## src/rtl/exc_vector_sel.sv

```systemverilog
module exc_vector_sel #(
  parameter int DEC_W   = 32,
  parameter int VEC_W   = 20,
  parameter int CAUSE_W = 16
) (
  input  logic               clk,
  input  logic               rst_n,
  input  logic               fetch_miss,
  input  logic               fetch_dstore,
  input  logic               fetch_prot,
  input  logic               op_illegal,
  input  logic               op_priv,
  input  logic               op_spr_bad,
  input  logic               op_spr_top,
  input  logic               op_fp,
  input  logic               op_sc,
  input  logic               align_fault,
  input  logic               trap_hit,
  input  logic               st_ee,
  input  logic               st_fp,
  input  logic               st_user,
  input  logic               irq_pin,
  input  logic [DEC_W-1:0]   dec_value,
  output logic               take_exc,
  output logic [VEC_W-1:0]   vec_off,
  output logic [CAUSE_W-1:0] cause
);

  localparam logic [VEC_W-1:0] V_FETCH = VEC_W'(20'h00400);
  localparam logic [VEC_W-1:0] V_EXT   = VEC_W'(20'h00500);
  localparam logic [VEC_W-1:0] V_ALIGN = VEC_W'(20'h00600);
  localparam logic [VEC_W-1:0] V_PROG  = VEC_W'(20'h00700);
  localparam logic [VEC_W-1:0] V_FPU   = VEC_W'(20'h00800);
  localparam logic [VEC_W-1:0] V_DEC   = VEC_W'(20'h00900);
  localparam logic [VEC_W-1:0] V_SC    = VEC_W'(20'h00C00);
  localparam int C_MISS = 1, C_DSTORE = 3, C_PROT = 4;
  localparam int C_ILL = 12, C_PRIV = 13, C_TRAP = 14;

  logic dec_msb_q, dec_pend;
  logic fetch_f, priv_f, prog_f, fpu_f, ext_f, dec_edge, dec_req, dec_f, dec_take;
  logic               sel_any;
  logic [VEC_W-1:0]   sel_vec;
  logic [CAUSE_W-1:0] sel_cause;

  assign fetch_f  = fetch_miss | fetch_dstore | fetch_prot;
  assign priv_f   = st_user & (op_priv | (op_spr_bad & op_spr_top));
  assign prog_f   = op_illegal | priv_f | trap_hit;
  assign fpu_f    = op_fp & ~st_fp;
  assign ext_f    = st_ee & irq_pin;
  assign dec_edge = dec_value[DEC_W-1] & ~dec_msb_q;
  assign dec_req  = dec_pend | dec_edge;
  assign dec_f    = st_ee & dec_req;
  assign dec_take = dec_f & ~(fetch_f | prog_f | fpu_f | align_fault | op_sc | ext_f);

  always_comb begin
    sel_any   = 1'b1;
    sel_vec   = '0;
    sel_cause = '0;
    if (fetch_f) begin
      sel_vec = V_FETCH;
      sel_cause[C_MISS]   = fetch_miss;
      sel_cause[C_DSTORE] = fetch_dstore;
      sel_cause[C_PROT]   = fetch_prot;
    end else if (prog_f) begin
      sel_vec = V_PROG;
      sel_cause[C_ILL]  = op_illegal;
      sel_cause[C_PRIV] = priv_f;
      sel_cause[C_TRAP] = trap_hit;
    end else if (fpu_f)       sel_vec = V_FPU;
    else if (align_fault)     sel_vec = V_ALIGN;
    else if (op_sc)           sel_vec = V_SC;
    else if (ext_f)           sel_vec = V_EXT;
    else if (dec_f)           sel_vec = V_DEC;
    else                      sel_any = 1'b0;
  end

  always_ff @(posedge clk or negedge rst_n) begin
    if (!rst_n) begin
      dec_msb_q <= 1'b0;
      dec_pend  <= 1'b0;
      take_exc  <= 1'b0;
      vec_off   <= '0;
      cause     <= '0;
    end else begin
      dec_msb_q <= dec_value[DEC_W-1];
      dec_pend  <= dec_req & ~dec_take;
      take_exc  <= sel_any;
      vec_off   <= sel_vec;
      cause     <= sel_cause;
    end
  end

  AST_IDLE_ZERO: assert property (@(posedge clk) disable iff (!rst_n)
    !take_exc |-> (vec_off == '0 && cause == '0));
  AST_NO_RESERVED: assert property (@(posedge clk) disable iff (!rst_n)
    take_exc |-> !(vec_off >= VEC_W'(20'h00A00) && vec_off <= VEC_W'(20'h00BFF)));
  AST_FETCH_BITS_ONLY_FETCH: assert property (@(posedge clk) disable iff (!rst_n)
    (take_exc && (cause[C_DSTORE] || cause[C_PROT])) |-> vec_off == V_FETCH);
  AST_EXT_NEEDS_ENABLE: assert property (@(posedge clk) disable iff (!rst_n)
    (take_exc && vec_off == V_EXT) |-> $past(st_ee && irq_pin));
  AST_FPU_NEEDS_OFF: assert property (@(posedge clk) disable iff (!rst_n)
    (take_exc && vec_off == V_FPU) |-> !$past(st_fp));
  AST_DEC_CLEARS_PEND: assert property (@(posedge clk) disable iff (!rst_n)
    (take_exc && vec_off == V_DEC) |-> !dec_pend);
  AST_PRIV_USER_ONLY: assert property (@(posedge clk) disable iff (!rst_n)
    (take_exc && cause[C_PRIV]) |-> $past(st_user));

endmodule

```

## config.mk

```make
export PLATFORM = sky130hd
export DESIGN_NAME = exc_vector_sel
export DESIGN_NICKNAME = d
export VERILOG_FILES = /design/src/rtl/exc_vector_sel.sv
export SDC_FILE = /design/constraint.sdc
export NUM_CORES = 1
export LEC_CHECK = 0
export BUFFER_PORTS_ARGS = -buffer_cell sky130_fd_sc_hd__buf_2
export CORE_UTILIZATION = 30
export DETAILED_ROUTE_END_ITERATION = 10
export PLACE_DENSITY = 0.75
export RECOVER_POWER = 25
export SLEW_MARGIN = 20
export SYNTH_ARGS = -nofsm -noshare
export SYNTH_HDL_FRONTEND = slang
export SYNTH_SLANG_ARGS = --single-unit
```

## constraint.sdc

```tcl
create_clock -name clk -period 1.3 [get_ports clk]
set_input_delay 0.39 -clock clk [delete_from_list [all_inputs] [get_ports clk]]
set_output_delay 0.39 -clock clk [all_outputs]
set_load 0.1 [all_outputs]
```

==> impl_metrics.yaml <==
status:
  outcome: "complete, no violations"
floorplanning:
  ioPinCount: 86
  initial_utilization_pct: 31.84
  die_height_um: 50.46
  die-area_um2: 2546
  coreArea_um2: 2212
  placementRows: 17
  die_w_um: 50.46
global_route:
  grt_pass1_vias: 511
  track_usage_pct: 11.66
  grt_max_degree: 14
  grt_pass1_wl_mm: 2.132
  antenna_found_initial: 0
  gr-total-overflow: 0
timing:
  grt_setup_unrepaired: "no"
  slew_headroom_pct: 55.73
  slew_violations: 0
  setup-violations-final: 0
  fin_crit_sh_pct: 96.53
  holdWs_ns: 0.2247
  finalClockSkew_ns: 0.001600
  fmax_mhz: 796.9
  finalHoldViolations: 0
  period_needed_ns: 1.255
  worst_pin_slew_ns: 0.6641
layout:
  post-route-util_pct: 43.67
  num-nets-final: 149
  drive_above_1_share_pct: 31.31
  syn_to_final_growth_pct: 37.12
  diodes: 0
min_path:
  min_path_cells: 1
  worstHoldStart: "dec_value[31]"
  min_to: "dec_msb_q"
  hold_class: "in -> reg"
worst_setup_path:
  path_cells: "buf_12"
  slowest_stage: "dfrtp_1"
  crit_type: "reg -> out"
  critPathBufInv: 1
  critPathLaunch: "cause[4]"
  r2r-start: "dec_msb_q"
  worstPathArrival_ns: 0.86
  crit_path_end_kind: "output port"
  cp_top_family: "flip-flops"
  r2r-end: "vec_off[11]"
  worstRegToRegCells: 4
  cp.required_ns: 0.91
  slowest_delay_ns: 0.41
  startpoint_type: "register"
  cp_max_fo: 1
  rrSetupSlack_ns: 0.18
clock_network:
  clock_path_buffers: 2
  insertion_delay_ns: 0.28
  htree_levels: 1
  path_clk_slew_ns: 0.07
  numCtsBuffers: 3
  cts_hold_buf: 1
  cts-root-buf: "clkbuf_4"
  postCtsSetupBuffers: 0
  post_cts_resized: 0
  cts_tree: "done"
  cts_sinks: 13
route:
  drtIter0Drc: 18
  routed_wirelength_mm: 1.294
  viasPerCell: 4.205
  wire_per_inst_um: 10.19
  num_vias: 534
  dr.pass1.iters: 4
  route.detailed.drc: 0
  ant_nets: 0
yosys:
  synthMuxAreaShare_pct: 0
  yosys_warnings: 0
  ys_types: 26
  yosys.area_share.xor_xnor_pct: 0
  syn_area_um2: 704.4
  syn_inst: 69
  ys_ff_latch: 13
  seq_area_frac_synth_pct: 46.18
  synth_fa_ha_area_share_pct: 0
  yosys.area_share.simple_pct: 13.14
  syn_area_per_cell_um2: 10.21
  synth-compound-area-share_pct: 10.30
  synth_top_family_by_area: "buffers and inverters"
power:
  ir_worst_vdd_uv: 522.6
  power.leakage_nw: 0.4819
  total_power_mw: 1.186
  power.density_nw_per_um2: 1228
job:
  maxCapViolCount: 0
place:
  portBuffers: 28
  hpwlAfterDp_mm: 1.079
  routabilityCongestion: 0.7502
==> per-layer routing <==
layer  wire, µm  vias to the layer above  global-route usage [%]
met3        156                        5                   2.424
met4         35                        0                   8.796
met5          0                        -                       0
met2        708                       52                   23.56
li1           -                      237                       -
met1        393                      240                   9.398
==> cell families after synthesis <==
| kind of cell | Yosys count |
|---|---|
| compound gates | 10 |
| flops | 13 |
| simple gates | 15 |
| other cells | 1 |
| buf+inv | 30 |
==> cells in the final DEF, fill, tap and decap left out, drive strengths merged, types with 3 or more instances in the layout <==
cell type	instances
conb	26
buf	25
dfrtp	13
clkbuf	8
and2	3
==> stage by stage <==
step	setup slack (ns)	setup TNS, ns	cells	instance area (µm²)
after floorplan	0.02675	0	94	798.3
after global placement	-0.06530	-0.1179	122	939.7
after detailed placement	-0.08304	-0.1568	122	939.7
after CTS	0.04167	0	127	975.9
after global routing	0.02535	0	127	965.9
final	0.04513	0	127	965.9
==> where the power goes <==
part	switching, mW	leakage [nW]	internal [mW]
registers	0.00919	0.155	0.416
clock network	0.127	0.0150	0.119
logic	0.444	0.312	0.0704
total	0.580	0.482	0.605
==> Yosys cell counts <==
library cell | number | area share (%)
buf_4 | 26 | 28
dfrtp_1 | 13 | 46
clkbuf_1 | 3 | 1.6
a21oi_1 | 2 | 1.4
and2_1 | 2 | 1.8
nor2_1 | 2 | 1.1
nor2b_1 | 2 | 1.8
a211oi_1 | 1 | 1.1
a211oi_2 | 1 | 1.8
a21o_1 | 1 | 1.1
a41oi_1 | 1 | 1.2
and2_4 | 1 | 1.2
and3_1 | 1 | 0.89
and3_2 | 1 | 1.1
conb_1 | 1 | 0.53
inv_1 | 1 | 0.53
nand2_1 | 1 | 0.53
nand2b_1 | 1 | 0.89
nand4_1 | 1 | 0.89
nor3_1 | 1 | 0.71
nor3_2 | 1 | 1.4
o21ai_0 | 1 | 0.71
o21ai_1 | 1 | 0.71
o31a_1 | 1 | 1.2
o31ai_1 | 1 | 1.1
or3_1 | 1 | 0.89
==> state kept, by name, summed over array words and instances, names as in the netlist <==
register,flops
dec_msb_q,1
take_exc,1
cause,6
dec_pend,1
vec_off,4
==> worst max-delay path by stage <==
stage | slack [ns] | to | depth (start not counted)
after floorplan | 0.03 | cause[12] | 0
after global placement | -0.07 | dec_pend | 5
after detailed placement | -0.08 | dec_pend | 5
after CTS | 0.04 | vec_off[8] | 1
after global routing | 0.03 | vec_off[9] | 1
final | 0.05 | cause[4] | 1
==> layout make-up <==
type	instances	area [µm²]
fill	206	1246
inverter	1	3.754
clock buffer	4	26.28
multi-input combinational	51	257.7
timing repair buffer	30	317.8
sequential	13	325.3
tap	28	35.03
(Power assumes the default switching activity.)
